$ cat config.mk
export PLATFORM = sky130hd
export DESIGN_NAME = ycc422_out_fmt
export DESIGN_NICKNAME = d
export VERILOG_FILES = /design/src/rtl/ycc_fmt_pkg.sv /design/src/rtl/ycc_rate_div.sv /design/src/rtl/ycc_chroma_phase.sv /design/src/rtl/ycc_lane_mux.sv /design/src/rtl/ycc422_out_fmt.sv
export SDC_FILE = /design/constraint.sdc
export NUM_CORES = 1
export LEC_CHECK = 0
export BUFFER_PORTS_ARGS = -buffer_cell sky130_fd_sc_hd__buf_4
export CAP_MARGIN = 20
export CORE_MARGIN = 5
export CORE_UTILIZATION = 47
export CTS_CLUSTER_SIZE = 10
export DETAILED_ROUTE_END_ITERATION = 10
export PLACE_DENSITY = 0.9
export SYNTH_ARGS = -nofsm -noshare
export SYNTH_HDL_FRONTEND = slang
export SYNTH_SLANG_ARGS = --single-unit
$ cat constraint.sdc
create_clock -name clk -period 2.9 [get_ports clk]
set_input_delay 0.58 -clock clk [delete_from_list [all_inputs] [get_ports clk]]
set_output_delay 0.58 -clock clk [all_outputs]
set_load 0.05 [all_outputs]
$ cat src/rtl/ycc_fmt_pkg.sv
package ycc_fmt_pkg;

  // Default sample width of every lane.
  localparam int unsigned LANE_W_DEF = 8;

  // Which colour difference occupies the shared lane.
  typedef enum logic {
    CH_CB = 1'b0,
    CH_CR = 1'b1
  } chroma_sel_e;

  // Black luma level scaled to the lane width.
  function automatic int unsigned blank_luma(input int unsigned w);
    return 16 << (w - 8);
  endfunction

  // Neutral chroma level (mid-scale) for the lane width.
  function automatic int unsigned blank_chroma(input int unsigned w);
    return 1 << (w - 1);
  endfunction

endpackage

$ cat src/rtl/ycc_rate_div.sv
// Divides the encoder clock by two and gives one update enable per pair
// of clocks, plus the registered half-rate strobe seen at the port.
module ycc_rate_div (
  input  logic clk,
  input  logic rst_n,
  output logic upd_en,
  output logic strobe
);

  logic ph_q, ph_d;
  logic stb_q, stb_d;

  always_comb begin
    ph_d  = ~ph_q;
    stb_d = ph_q;
  end

  // The phase starts at 1, so the first edge after reset is an update edge.
  always_ff @(posedge clk or negedge rst_n) begin
    if (!rst_n) begin
      ph_q  <= 1'b1;
      stb_q <= 1'b0;
    end else begin
      ph_q  <= ph_d;
      stb_q <= stb_d;
    end
  end

  assign upd_en = ph_q;
  assign strobe = stb_q;

endmodule

$ cat src/rtl/ycc_chroma_phase.sv
// Tracks the Cr/Cb alternation and restarts it at every line start.
module ycc_chroma_phase
  import ycc_fmt_pkg::*;
(
  input  logic        clk,
  input  logic        rst_n,
  input  logic        upd_en,
  input  logic        active,
  input  logic        cr_first,
  output chroma_sel_e cur_sel
);

  logic        prev_act_q, prev_act_d;
  chroma_sel_e last_sel_q, last_sel_d;
  logic        line_start;

  always_comb begin
    line_start = active & ~prev_act_q;
    if (line_start) begin
      cur_sel = cr_first ? CH_CR : CH_CB;
    end else begin
      cur_sel = (last_sel_q == CH_CR) ? CH_CB : CH_CR;
    end
  end

  always_comb begin
    prev_act_d = prev_act_q;
    last_sel_d = last_sel_q;
    if (upd_en) begin
      prev_act_d = active;
      if (active) begin
        last_sel_d = cur_sel;
      end
    end
  end

  always_ff @(posedge clk or negedge rst_n) begin
    if (!rst_n) begin
      prev_act_q <= 1'b0;
      last_sel_q <= CH_CB;
    end else begin
      prev_act_q <= prev_act_d;
      last_sel_q <= last_sel_d;
    end
  end

endmodule

$ cat src/rtl/ycc_lane_mux.sv
// Builds the next value of every lane from the samples, the layout and
// the current chroma selection.
module ycc_lane_mux
  import ycc_fmt_pkg::*;
#(
  parameter int unsigned DW = LANE_W_DEF
) (
  input  logic          active,
  input  logic          narrow,
  input  chroma_sel_e   sel,
  input  logic [DW-1:0] y_in,
  input  logic [DW-1:0] cr_in,
  input  logic [DW-1:0] cb_in,
  output logic [DW-1:0] y_nx,
  output logic [DW-1:0] cr_nx,
  output logic [DW-1:0] cb_nx
);

  localparam logic [DW-1:0] BLK_Y = DW'(blank_luma(DW));
  localparam logic [DW-1:0] BLK_C = DW'(blank_chroma(DW));

  logic [DW-1:0] marker_word;

  always_comb begin
    marker_word    = '0;
    marker_word[0] = (sel == CH_CR);
  end

  always_comb begin
    if (!active) begin
      y_nx  = BLK_Y;
      cr_nx = BLK_C;
      cb_nx = narrow ? '0 : BLK_C;
    end else if (!narrow) begin
      y_nx  = y_in;
      cr_nx = cr_in;
      cb_nx = cb_in;
    end else begin
      y_nx  = y_in;
      cr_nx = (sel == CH_CR) ? cr_in : cb_in;
      cb_nx = marker_word;
    end
  end

endmodule

$ cat src/rtl/ycc422_out_fmt.sv
// Encoder-port formatter: wide or narrow 4:2:2 layout on a half-rate strobe.
module ycc422_out_fmt
  import ycc_fmt_pkg::*;
#(
  parameter int unsigned DW = LANE_W_DEF
) (
  input  logic          clk,
  input  logic          rst_n,
  input  logic          mode_16,
  input  logic          cr_first,
  input  logic          in_active,
  input  logic [DW-1:0] in_y,
  input  logic [DW-1:0] in_cr,
  input  logic [DW-1:0] in_cb,
  output logic          dclk_half,
  output logic [DW-1:0] out_y,
  output logic [DW-1:0] out_cr,
  output logic [DW-1:0] out_cb
);

  localparam logic [DW-1:0] RST_Y = DW'(blank_luma(DW));
  localparam logic [DW-1:0] RST_C = DW'(blank_chroma(DW));

  logic          upd_en;
  chroma_sel_e   cur_sel;
  logic [DW-1:0] y_nx, cr_nx, cb_nx;

  logic [DW-1:0] y_q, cr_q, cb_q;
  logic [DW-1:0] y_d, cr_d, cb_d;
  logic          mode_q, mode_d;
  logic          act_q, act_d;

  ycc_rate_div u_div (
    .clk    (clk),
    .rst_n  (rst_n),
    .upd_en (upd_en),
    .strobe (dclk_half)
  );

  ycc_chroma_phase u_phase (
    .clk      (clk),
    .rst_n    (rst_n),
    .upd_en   (upd_en),
    .active   (in_active),
    .cr_first (cr_first),
    .cur_sel  (cur_sel)
  );

  ycc_lane_mux #(.DW(DW)) u_mux (
    .active (in_active),
    .narrow (mode_16),
    .sel    (cur_sel),
    .y_in   (in_y),
    .cr_in  (in_cr),
    .cb_in  (in_cb),
    .y_nx   (y_nx),
    .cr_nx  (cr_nx),
    .cb_nx  (cb_nx)
  );

  // Next state: load only on the update enable.
  always_comb begin
    y_d    = y_q;
    cr_d   = cr_q;
    cb_d   = cb_q;
    mode_d = mode_q;
    act_d  = act_q;
    if (upd_en) begin
      y_d    = y_nx;
      cr_d   = cr_nx;
      cb_d   = cb_nx;
      mode_d = mode_16;
      act_d  = in_active;
    end
  end

  always_ff @(posedge clk or negedge rst_n) begin
    if (!rst_n) begin
      y_q    <= RST_Y;
      cr_q   <= RST_C;
      cb_q   <= RST_C;
      mode_q <= 1'b0;
      act_q  <= 1'b0;
    end else begin
      y_q    <= y_d;
      cr_q   <= cr_d;
      cb_q   <= cb_d;
      mode_q <= mode_d;
      act_q  <= act_d;
    end
  end

  assign out_y  = y_q;
  assign out_cr = cr_q;
  assign out_cb = cb_q;

endmodule

==> metrics.yaml <==
global_routing:
  grt_pass1_wl_mm: 5.60
  antenna_violations_before_repair: 0
  gr_util_all_layers_pct: 17.3
  maximum_number_of_pins_on_one_net_before_global_route_repair: 34
  first_global_vias: 1188
  grt_overflow: 0
drt:
  initial_drc_count: 40
  detailedRoute.firstPassIterationCount: 4
  detail_route.wirelength_mm: 3.34
  drt-wirelength-per-cell_um: 16.1
  via_count: 1161
  drcViolationCount: 0
  route.detailed.vias_per_inst: 5.61
  drtAntennaViolNets: 0
floorplan:
  fp-row-count: 19
  initial_utilization_pct: 48.9
  core_area_um2: 2760
  boundaryPins: 54
  die_h_um: 63.5
  die_area_um2: 4040
  chipWidth_um: 63.5
clock_tree:
  clkTransAtPathRegs_ns: 0.15
  insertion_delay_ns: 0.33
  cts_resized: 0
  cts_made_buffers: 3
  cts_hold_repair.buffers: 0
  ctsLongestPathBuffers: 2
  htree_levels: 1
  tritoncts: "done"
  post-cts-setup-buffer-count: 0
  clock-sinks: 28
  cts_root_buf: "sky130_fd_sc_hd__clkbuf_4"
timing:
  final_period_minus_worst_setup_slack_ns: 1.70
  maxClockFrequency_mhz: 588
  setup_slack_ns: 1.20
  worst_pin_slew_ns: 0.573
  final_setup_violating_endpoints: 0
  relSlewSlack_pct: 61.7
  finalSetupTns_ns: 0
  post-route-period-util_pct: 58.7
  timing_max_transition_violations_final: 0
  finalClockSkew_ns: 0.00789
  finalHoldWorstSlack_ns: 0.127
  hold_violation_total_from_the_final_report: 0
  grt_setup_unrepaired: "false"
place:
  place.gp.congestion: 0.808
  port_buffers: 53
  post-place-ws_ns: 0.850
  dp_hpwl_mm: 2.50
power:
  leak_pwr_nw: 0.911
  powerDensity_nw_per_um2: 508
  sequentialPowerShare_pct: 48.3
  power.share.combinational_pct: 23.0
  switching_share_pct: 29.7
  vdd.ir_drop.worst_mv: 0.419
  clk_network_pwr_share_pct: 28.7
  power.internal_uw: 630
  net-switching-power_uw: 267
synth:
  ys_warn_count: 0
  netlist.top_cell.by_area: "sky130_fd_sc_hd__dfrtp_1"
  synth.area.top_cells: "sky130_fd_sc_hd__dfrtp_1, sky130_fd_sc_hd__dfstp_2, sky130_fd_sc_hd__o2111ai_1"
  yosys.cell_types.count: 28
  synth.avg_cell_area_um2: 10.3
  synth.top_cells.by_count: "sky130_fd_sc_hd__dfrtp_1, sky130_fd_sc_hd__inv_1, sky130_fd_sc_hd__nand3_1"
  asyncSetResetFlopFracSynth_pct: 100
  synth_cells: 131
  synth.top_cell.area_share_pct: 44.6
  yosysSeqAreaShare_pct: 52.4
  yosys.cell_count.top_type: "sky130_fd_sc_hd__dfrtp_1"
  synth-edff-count: 0
  syn-num-nets: 160
  postSynthRegisterBits: 28
  synth.cell_area_um2: 1350
  synth_ff_type: "sky130_fd_sc_hd__dfrtp_1"
layout:
  final-seq-area_um2: 706
  fraction_of_layout_instances_using_a_drive_strength_above_1_pct: 36.4
  antenna_cells: 0
  layout.filler_cells: 222
  nNetsFinal: 206
  area_growth_syn_to_fin_pct: 31.0
  area_of_the_multi_input_gates_um2: 495
critical_path:
  setup.worst_path.end_class: "register"
  setup.worst_path.class: "input port to register"
  arrival_ns: 1.91
  crit_path_start_kind: "input port"
  worst_ep_required_time_ns: 3.11
  crit_fanout: 29
min_path:
  min-delay-path-class: "input port to asynchronous set/reset pin"
outcome:
  result_of_the_run: "completed"
run:
  max-cap-violations: 0
[final timing paths]
kind	startpoint	to	slack, ns	cells after the start
min reg2reg	out_y[4]$_DFFE_PN1P_	out_y[4]$_DFFE_PN1P_	0.51	2
min	rst_n	out_y[0]$_DFFE_PN0P_	0.13	1
max reg2reg	u_div.upd_en$_DFF_PN1_	out_cr[3]$_DFFE_PN0P_	1.28	4
max in group asynchronous	rst_n	out_cr[7]$_DFFE_PN1P_	2.46	1
max	in_active	out_cr[4]$_DFFE_PN0P_	1.20	4
min in group clk	in_y[4]	out_y[4]$_DFFE_PN1P_	0.45	3
[layout by cell type, fill, tap and decap left out, drive strengths merged, types with 2 or more instances in the layout]
cell type	netlist	layout
o2111ai	8	8
buf	8	54
o221ai	7	7
nand3	13	13
and3	7	7
o211ai	2	2
o2bb2ai	8	8
nand2	7	7
dfstp	4	4
o21ai	7	7
inv	18	18
dfrtp	24	24
clkbuf	5	3
[cells by family after synthesis]
kind of cell | share of synthesized area [%]
AO/OA/AOI/OAI | 22.2
AND/OR/NAND/NOR | 13.8
buffers and inverters | 10.9
flip-flops | 52.4
multiplexers | 0.743
[worst max-delay path, stage by stage]
cell                       delay [ns]
sky130_fd_sc_hd__buf_4           0.25
sky130_fd_sc_hd__nor2b_1         0.53
sky130_fd_sc_hd__o211a_1         0.37
sky130_fd_sc_hd__o221ai_1        0.18
[routing by layer]
layer / routed length [um] / part of all wire, % / track usage, % / up-vias
li1: - / - / - / 558
met1: 1450 / 43 / 22.7 / 553
met2: 1610 / 48 / 27.7 / 45
met3: 233 / 7.0 / 4.62 / 5
met4: 40 / 1.2 / 5.45 / 0
met5: 0 / 0 / 0 / -
[power by group through the flow]
stage,Sequential [mW],Combinational (mW),Clock [mW]
finish,0.434,0.206,0.257
global route,0.438,0.221,0.278
CTS,0.434,0.208,0.261
detailed placement,0.441,0.208,0
global placement,0.439,0.202,0
floorplan,0.509,0.0602,0
[flip-flops by register name, summed over array words and instances (netlist names)]
signal,cells
u_phase.prev_act_q,1
out_cr,8
out_y,8
u_phase.last_sel_q,1
out_cb,8
u_div.upd_en,1
u_div.strobe,1
[metrics by stage]
step,std cells,util [%],power (mW),area [um2]
finish,207,64.0,0.897,1770
global route,207,64.0,0.937,1770
CTS,207,64.0,0.903,1770
detailed placement,203,62.1,0.648,1710
global placement,203,62.1,0.641,1710
floorplan,131,-,0.569,1350
[cell type report]
cell class,instances,share of cell area (%)
clock inverters,1,1.70
inverters,18,3.83
repair buffers,54,23.0
flip-flops and latches,28,40.0
well taps,31,2.20
multi-input cells,72,28.1
clock buffers,3,1.28
(Power assumes the default switching activity.)
